==> config.mk <==
export PLATFORM = sky130hd
export DESIGN_NAME = priv_trap_ctrl
export DESIGN_NICKNAME = d
export VERILOG_FILES = /design/src/rtl/priv_trap_pkg.sv /design/src/rtl/trap_arbiter.sv /design/src/rtl/trap_state_regs.sv /design/src/rtl/priv_mode_fsm.sv /design/src/rtl/priv_trap_ctrl.sv
export SDC_FILE = /design/constraint.sdc
export NUM_CORES = 1
export LEC_CHECK = 0
export BUFFER_PORTS_ARGS = -buffer_cell sky130_fd_sc_hd__buf_2
export CORE_MARGIN = 2
export CORE_UTILIZATION = 30
export DETAILED_ROUTE_END_ITERATION = 10
export GPL_ROUTABILITY_DRIVEN = 1
export MAX_ROUTING_LAYER = met4
export SYNTH_ARGS = -nofsm -noshare
export SYNTH_HDL_FRONTEND = slang
export SYNTH_SLANG_ARGS = --single-unit
==> constraint.sdc <==
create_clock -name clk_i -period 2.1 [get_ports clk_i]
set_input_delay 0 -clock clk_i [delete_from_list [all_inputs] [get_ports clk_i]]
set_output_delay 0 -clock clk_i [all_outputs]
set_load 0.02 [all_outputs]
==> src/rtl/priv_trap_pkg.sv <==
package priv_trap_pkg;

    typedef enum logic {
        MODE_USER   = 1'b0,
        MODE_KERNEL = 1'b1
    } priv_mode_e;

    typedef enum logic {
        ST_KERNEL = 1'b0,
        ST_USER   = 1'b1
    } mode_state_e;

    localparam int unsigned CAUSE_IRQ     = 0;
    localparam int unsigned CAUSE_SYSCALL = 1;
    localparam int unsigned CAUSE_ILLEGAL = 2;

endpackage

==> src/rtl/trap_arbiter.sv <==
module trap_arbiter
    import priv_trap_pkg::*;
#(
    parameter int CAUSE_W = 3
) (
    input  logic               exc_req_i,
    input  logic [CAUSE_W-1:0] exc_cause_i,
    input  logic               illegal_i,
    input  logic               syscall_i,
    input  logic               irq_i,
    output logic               take_o,
    output logic [CAUSE_W-1:0] cause_o,
    output logic               irq_sel_o
);

    always_comb begin
        take_o    = 1'b1;
        cause_o   = '0;
        irq_sel_o = 1'b0;
        unique casez ({exc_req_i, illegal_i, syscall_i, irq_i})
            4'b1???: cause_o = exc_cause_i;
            4'b01??: cause_o = CAUSE_W'(CAUSE_ILLEGAL);
            4'b001?: cause_o = CAUSE_W'(CAUSE_SYSCALL);
            4'b0001: begin
                cause_o   = CAUSE_W'(CAUSE_IRQ);
                irq_sel_o = 1'b1;
            end
            4'b0000: take_o = 1'b0;
        endcase
    end

endmodule

==> src/rtl/trap_state_regs.sv <==
module trap_state_regs #(
    parameter int XLEN    = 32,
    parameter int CAUSE_W = 3
) (
    input  logic               clk_i,
    input  logic               rst_ni,
    input  logic               trap_we_i,
    input  logic [XLEN-1:0]    trap_epc_i,
    input  logic [CAUSE_W-1:0] trap_cause_i,
    input  logic               csr_we_i,
    input  logic               csr_sel_i,
    input  logic [XLEN-1:0]    csr_wdata_i,
    output logic [XLEN-1:0]    epc_o,
    output logic [XLEN-1:0]    cause_o
);

    logic [XLEN-1:0] epc_q, cause_q;

    always_ff @(posedge clk_i) begin
        if (!rst_ni) begin
            epc_q   <= '0;
            cause_q <= '0;
        end else if (trap_we_i) begin
            epc_q   <= trap_epc_i;
            cause_q <= XLEN'(trap_cause_i);
        end else if (csr_we_i) begin
            if (csr_sel_i) cause_q <= csr_wdata_i;
            else           epc_q   <= csr_wdata_i;
        end
    end

    assign epc_o   = epc_q;
    assign cause_o = cause_q;

    // a trap records the offered EPC and cause
    a_r3_trap_records: assert property (@(posedge clk_i) disable iff (!rst_ni)
        trap_we_i |=> (epc_q == $past(trap_epc_i)) && (cause_q == XLEN'($past(trap_cause_i))));

    // a permitted write lands in the selected register
    a_r8_csr_write_lands: assert property (@(posedge clk_i) disable iff (!rst_ni)
        (csr_we_i && !trap_we_i) |=>
            (($past(csr_sel_i) ? cause_q : epc_q) == $past(csr_wdata_i)));

endmodule

==> src/rtl/priv_mode_fsm.sv <==
module priv_mode_fsm
    import priv_trap_pkg::*;
(
    input  logic       clk_i,
    input  logic       rst_ni,
    input  logic       trap_i,
    input  logic       ret_i,
    output priv_mode_e mode_o,
    output logic       irq_en_o
);

    mode_state_e state_q, state_d;

    always_ff @(posedge clk_i) begin
        if (!rst_ni) state_q <= ST_KERNEL;
        else         state_q <= state_d;
    end

    always_comb begin
        state_d = state_q;
        unique case (state_q)
            ST_KERNEL: begin
                if (trap_i)     state_d = ST_KERNEL;
                else if (ret_i) state_d = ST_USER;
            end
            ST_USER: begin
                if (trap_i) state_d = ST_KERNEL;
            end
        endcase
    end

    always_comb begin
        mode_o   = MODE_KERNEL;
        irq_en_o = 1'b0;
        unique case (state_q)
            ST_KERNEL: begin
                mode_o   = MODE_KERNEL;
                irq_en_o = 1'b0;
            end
            ST_USER: begin
                mode_o   = MODE_USER;
                irq_en_o = 1'b1;
            end
        endcase
    end

    // trap entry lands in kernel mode with interrupts masked
    a_r2_trap_enters_kernel: assert property (@(posedge clk_i) disable iff (!rst_ni)
        trap_i |=> (mode_o == MODE_KERNEL) && !irq_en_o);

    // a return that is not overridden lands in user mode
    a_r5_return_to_user: assert property (@(posedge clk_i) disable iff (!rst_ni)
        (ret_i && !trap_i) |=> (mode_o == MODE_USER) && irq_en_o);

endmodule

==> src/rtl/priv_trap_ctrl.sv <==
module priv_trap_ctrl
    import priv_trap_pkg::*;
#(
    parameter int              XLEN        = 32,
    parameter int              CAUSE_W     = 3,
    parameter int              INSTR_BYTES = 4,
    parameter logic [XLEN-1:0] HANDLER_PC  = 32'h8000_0180
) (
    input  logic               clk_i,
    input  logic               rst_ni,
    input  logic               syscall_i,
    input  logic               eret_i,
    input  logic               exc_req_i,
    input  logic [CAUSE_W-1:0] exc_cause_i,
    input  logic               irq_i,
    input  logic               retire_i,
    input  logic [XLEN-1:0]    pc_i,
    input  logic               csr_req_i,
    input  logic               csr_we_i,
    input  logic               csr_sel_i,
    input  logic [XLEN-1:0]    csr_wdata_i,
    output logic [XLEN-1:0]    csr_rdata_o,
    output logic               redirect_o,
    output logic [XLEN-1:0]    redirect_pc_o,
    output logic               kernel_mode_o,
    output logic               irq_en_o,
    output logic               illegal_o
);

    localparam logic [XLEN-1:0] PC_STEP = XLEN'(INSTR_BYTES);

    priv_mode_e         mode;
    logic               irq_en;
    logic               in_user;
    logic               illegal;
    logic               irq_take;
    logic               take_trap;
    logic [CAUSE_W-1:0] trap_cause;
    logic               irq_sel;
    logic               take_ret;
    logic               csr_wr;
    logic [XLEN-1:0]    trap_epc;
    logic [XLEN-1:0]    epc_q, cause_q;

    assign in_user  = (mode == MODE_USER);
    assign illegal  = in_user && (eret_i || csr_req_i);
    assign irq_take = irq_i && irq_en && retire_i;

    trap_arbiter #(.CAUSE_W(CAUSE_W)) arb_i (
        .exc_req_i  (exc_req_i),
        .exc_cause_i(exc_cause_i),
        .illegal_i  (illegal),
        .syscall_i  (syscall_i),
        .irq_i      (irq_take),
        .take_o     (take_trap),
        .cause_o    (trap_cause),
        .irq_sel_o  (irq_sel)
    );

    assign take_ret = eret_i && !in_user && !take_trap;
    assign csr_wr   = csr_req_i && csr_we_i && !in_user && !take_trap;
    assign trap_epc = irq_sel ? (pc_i + PC_STEP) : pc_i;

    priv_mode_fsm fsm_i (
        .clk_i   (clk_i),
        .rst_ni  (rst_ni),
        .trap_i  (take_trap),
        .ret_i   (take_ret),
        .mode_o  (mode),
        .irq_en_o(irq_en)
    );

    trap_state_regs #(.XLEN(XLEN), .CAUSE_W(CAUSE_W)) regs_i (
        .clk_i       (clk_i),
        .rst_ni      (rst_ni),
        .trap_we_i   (take_trap),
        .trap_epc_i  (trap_epc),
        .trap_cause_i(trap_cause),
        .csr_we_i    (csr_wr),
        .csr_sel_i   (csr_sel_i),
        .csr_wdata_i (csr_wdata_i),
        .epc_o       (epc_q),
        .cause_o     (cause_q)
    );

    always_comb begin
        csr_rdata_o = '0;
        if (csr_req_i && !in_user) csr_rdata_o = csr_sel_i ? cause_q : epc_q;
    end

    assign redirect_o    = take_trap || take_ret;
    assign redirect_pc_o = take_trap ? HANDLER_PC : epc_q;
    assign kernel_mode_o = (mode == MODE_KERNEL);
    assign irq_en_o      = irq_en;
    assign illegal_o     = illegal;

    // every trap goes to the single handler address
    a_r2_handler_target: assert property (@(posedge clk_i) disable iff (!rst_ni)
        take_trap |-> redirect_o && (redirect_pc_o == HANDLER_PC));

    // a user-mode return is flagged and becomes a trap
    a_r6_user_eret_traps: assert property (@(posedge clk_i) disable iff (!rst_ni)
        (kernel_mode_o == 1'b0 && eret_i) |-> illegal_o && redirect_o && (redirect_pc_o == HANDLER_PC));

    // no interrupt is accepted in kernel mode
    a_r10_no_irq_in_kernel: assert property (@(posedge clk_i) disable iff (!rst_ni)
        kernel_mode_o |-> !irq_sel);

    // a pipeline exception always supplies the recorded cause
    a_r9_exc_wins: assert property (@(posedge clk_i) disable iff (!rst_ni)
        exc_req_i |-> take_trap && (trap_cause == exc_cause_i) && !irq_sel);

    // an accepted interrupt needs a retiring instruction
    a_r4_irq_on_retire: assert property (@(posedge clk_i) disable iff (!rst_ni)
        irq_sel |-> retire_i && irq_i);

endmodule

==> parameters.txt <==
Parameter                              Value

Outcome
  Outcome    completed

STA
  Worst Tran Pin Value    roughly 0.50 ns
  Final sum of negative setup slack    0 ns
  Normalized max-slew margin    0.665
  Number of pins with negative max-slew slack in the final report    0
  Final Skew    approximately 0.0027 ns
  Final worst hold slack    roughly 0.0014 ns
  Fmax    about 510 MHz
  Worst path setup slack after routing    ~0.14 ns
  Final Cycle Share    0.934
  Final min period    a little under 2 ns
  Unrepaired setup endpoints after global routing    no
  Final setup violation count    0
  Hold Fails Final Rpt    0

Synth
  Netlist cell types    50
  Total number of yosys warnings    0
  Dominant combinational cell family by area after synthesis    simple AND/OR/NAND/NOR gates
  Syn nets    658
  Cell type with the highest aggregate area in the netlist    sky130_fd_sc_hd__dfxtp_1
  Portion of netlist area occupied by mux cells    0.0874
  Fraction of the mapped netlist area in compound gates    0.171
  Post-synthesis instance area    4120 um^2
  Sequential area share after synthesis    0.316
  Area share of and/or/nand/nor cells after synthesis    0.338
  Adder-cell share of the synthesized area    0.00304
  Average cell area after synthesis    ~7.1 um^2
  Flip-flop and latch count after synthesis    65
  Synthesized instance count    580
  Fraction of post-synthesis cell area in the top cell type by area    0.316
  Xor-xnor portion of the synthesized cell area    0.0276
  Largest cells by area after synthesis    sky130_fd_sc_hd__dfxtp_1 (32%), sky130_fd_sc_hd__nand2_1 (10%), sky130_fd_sc_hd__mux2i_1 (8.7%)

Finish
  Final instance count without filler cells    around 940
  Highest-count cells in the layout ignoring fill and taps    sky130_fd_sc_hd__buf_2 (144), sky130_fd_sc_hd__nand2_1 (114), sky130_fd_sc_hd__nor2_1 (73), sky130_fd_sc_hd__dfxtp_1 (64), sky130_fd_sc_hd__a21oi_1 (53)
  Most common library cell in the layout ignoring fill and taps    sky130_fd_sc_hd__buf_2
  Summed area of non-filler cells in the final layout    approximately 5900 um^2
  Share of the core filled with cells in the final layout    0.441
  # fillers    ~1400
  Synth-to-Final Area Change    42.8%
  Storage element area    1300 um^2
  Combined area of the multi-input logic cells    between 2000 and 3000 um^2
  Layout cell share with drive strength beyond 1    0.262
  Total Nets Final    between 800 and 900

GRT
  Largest net degree at the start of global routing    41
  Vias in the first global route    4476
  Overflow left after global routing    0
  Antenna violations before repair    1
  Overall fraction of global-route tracks in use    0.209
  First-pass GRT wire length    roughly 23000 um

Clock tree
  Level count of the clock H-tree    3
  Skew-Pair Late Insertion Delay    between 0.3 and 0.4 ns
  CTS tree    yes
  Number of buffers on the longest clock path    2
  Count of clock tree sinks    65
  Inserted Clock Buffers    9
  Clock Pin Slew Worst Setup and Hold Paths    roughly 0.05 ns
  Root buf cell    sky130_fd_sc_hd__clkbuf_16
  Number of buffers inserted by post-CTS setup repair    0

Pwr
  Max IR drop VDD    around 0.00026 V
  Total power density per cell area    610 nW/um^2
  Static leakage power    around 2.7 nW
  Total power    roughly 3.6 mW

Routing
  Antenna Nets Post-Route    0
  Drt first-iter violations    roughly 260
  Via density per instance    about 5
  First drt pass iteration count    5
  Final routed wirelength across all metal layers    14800 um
  Average routed wire per standard cell    ~16 um
  Total vias in the final route    roughly 4700
  DRC violation count after routing    0

Floorplan
  Width of the die    about 120 um
  I/O pin count    around 150
  Core box area    ~13000 um^2
  Die span in y    about 120 um
  Standard-cell row count    42
  Die area    around 15000 um^2
  Starting Density    0.309

Placement
  Setup slack after placement    0.190 ns
  Placed instance count    ~880
  Half-perimeter wire length after detailed placement    10500 um
  Placed Area    5100 um^2
  Port bufs    roughly 140
  Placer Congestion    just under 0.9

Job
  Maxcap violations    0

Min path
  Worst Hold Class    primary input to flip-flop

Setup path
  Required @ worst endpoint    between 2 and 2.5 ns
  Critical Path Start Type    flip-flop
  Setup CP Type    flip-flop to output port
  Data arrival time at the worst-slack endpoint    roughly 2.0 ns
  Crit Path Max Fanout    40
  Endpoint kind of the worst setup timing path    output port
-- flip-flops by register name, summed over array words and instances, names as in the netlist --
name            count
fsm_i.state_q       1
regs_i.cause_o     32
regs_i.epc_o       32
-- cells in the mapped netlist (all sizes together) --
master and number:
nor4bb 1, and4 3, o22ai 3, a31oi 6, nor2b 3, a22oi 2
nor3 5, o31ai 7, buf 12, o211a 5, o311a 3, dfxtp 65
and3 37, inv 3, nand3 21, o21ai 34, clkbuf 36, a21boi 3
ha 1, a222oi 1, xnor2 12, nand3b 1, mux2i 36, nor4b 1
o2bb2ai 1, a21o 1, or4 4, and2b 1, nand4bb 1, or2 3
o221ai 1, nor2 73, a21oi 53, nand4 8, o31a 1, or3 5
and2 3, xor2 1, nor4 9, nand2 114
-- repair_timing --
| action | in CTS | in global routing |
|---|---|---|
| gates resized for setup | 0 | 2 |
| endpoints found under the setup margin | 0 | 30 |
| hold endpoints to repair | 46 | 0 |
| hold buffers | 47 | 0 |
-- layer usage --
metal  GRT usage  wire length, um  up-vias
li1            -                -     2386
met3      0.0357              780       19
met1       0.275             6970     2159
met5           -                0        -
met4      0.0654              245        0
met2       0.328             6830      146
-- kinds of logic after synthesis --
family	Yosys count
simple gates	293
compound gates	121
flops	65
buf+inv	51
mux	36
xor+xnor	13
fa+ha+maj	1
-- critical path, cell delays in order, from the launching register on --
cell,delay (ns)
sky130_fd_sc_hd__dfxtp_2,0.31
sky130_fd_sc_hd__buf_4,0.15
sky130_fd_sc_hd__o21ai_1,0.24
sky130_fd_sc_hd__inv_1,0.13
sky130_fd_sc_hd__nor3_2,0.19
sky130_fd_sc_hd__buf_12,0.24
sky130_fd_sc_hd__and3_1,0.19
sky130_fd_sc_hd__buf_2,0.16
-- worst paths after layout --
path	cells past startpoint	endpoint	from	slack, ns
max	7	redirect_pc_o[18]	fsm_i.state_q	0.14
max reg2reg	5	regs_i.epc_o[27]	fsm_i.state_q	0.26
min reg2reg	2	regs_i.cause_o[29]	regs_i.cause_o[29]	0.45
min	3	regs_i.epc_o[18]	pc_i[18]	0.001
-- final cells by class --
| class | instances | share of cell area |
|---|---|---|
| inverters | 3 | 0.00191 |
| multi-input cells | 464 | 0.444 |
| repair buffers | 216 | 0.243 |
| flip-flops and latches | 65 | 0.221 |
| well taps | 176 | 0.0374 |
| clock inverters | 2 | 0.00595 |
| clock buffers | 14 | 0.0466 |
| diodes | 1 | 0.000425 |
-- report_power, final --
part	switching [mW]	internal, mW
Sequential	0.0406	1.29
Combinational	0.385	0.301
Clock	0.560	1.02
Total	0.985	2.61
(Power assumes the default switching activity.)
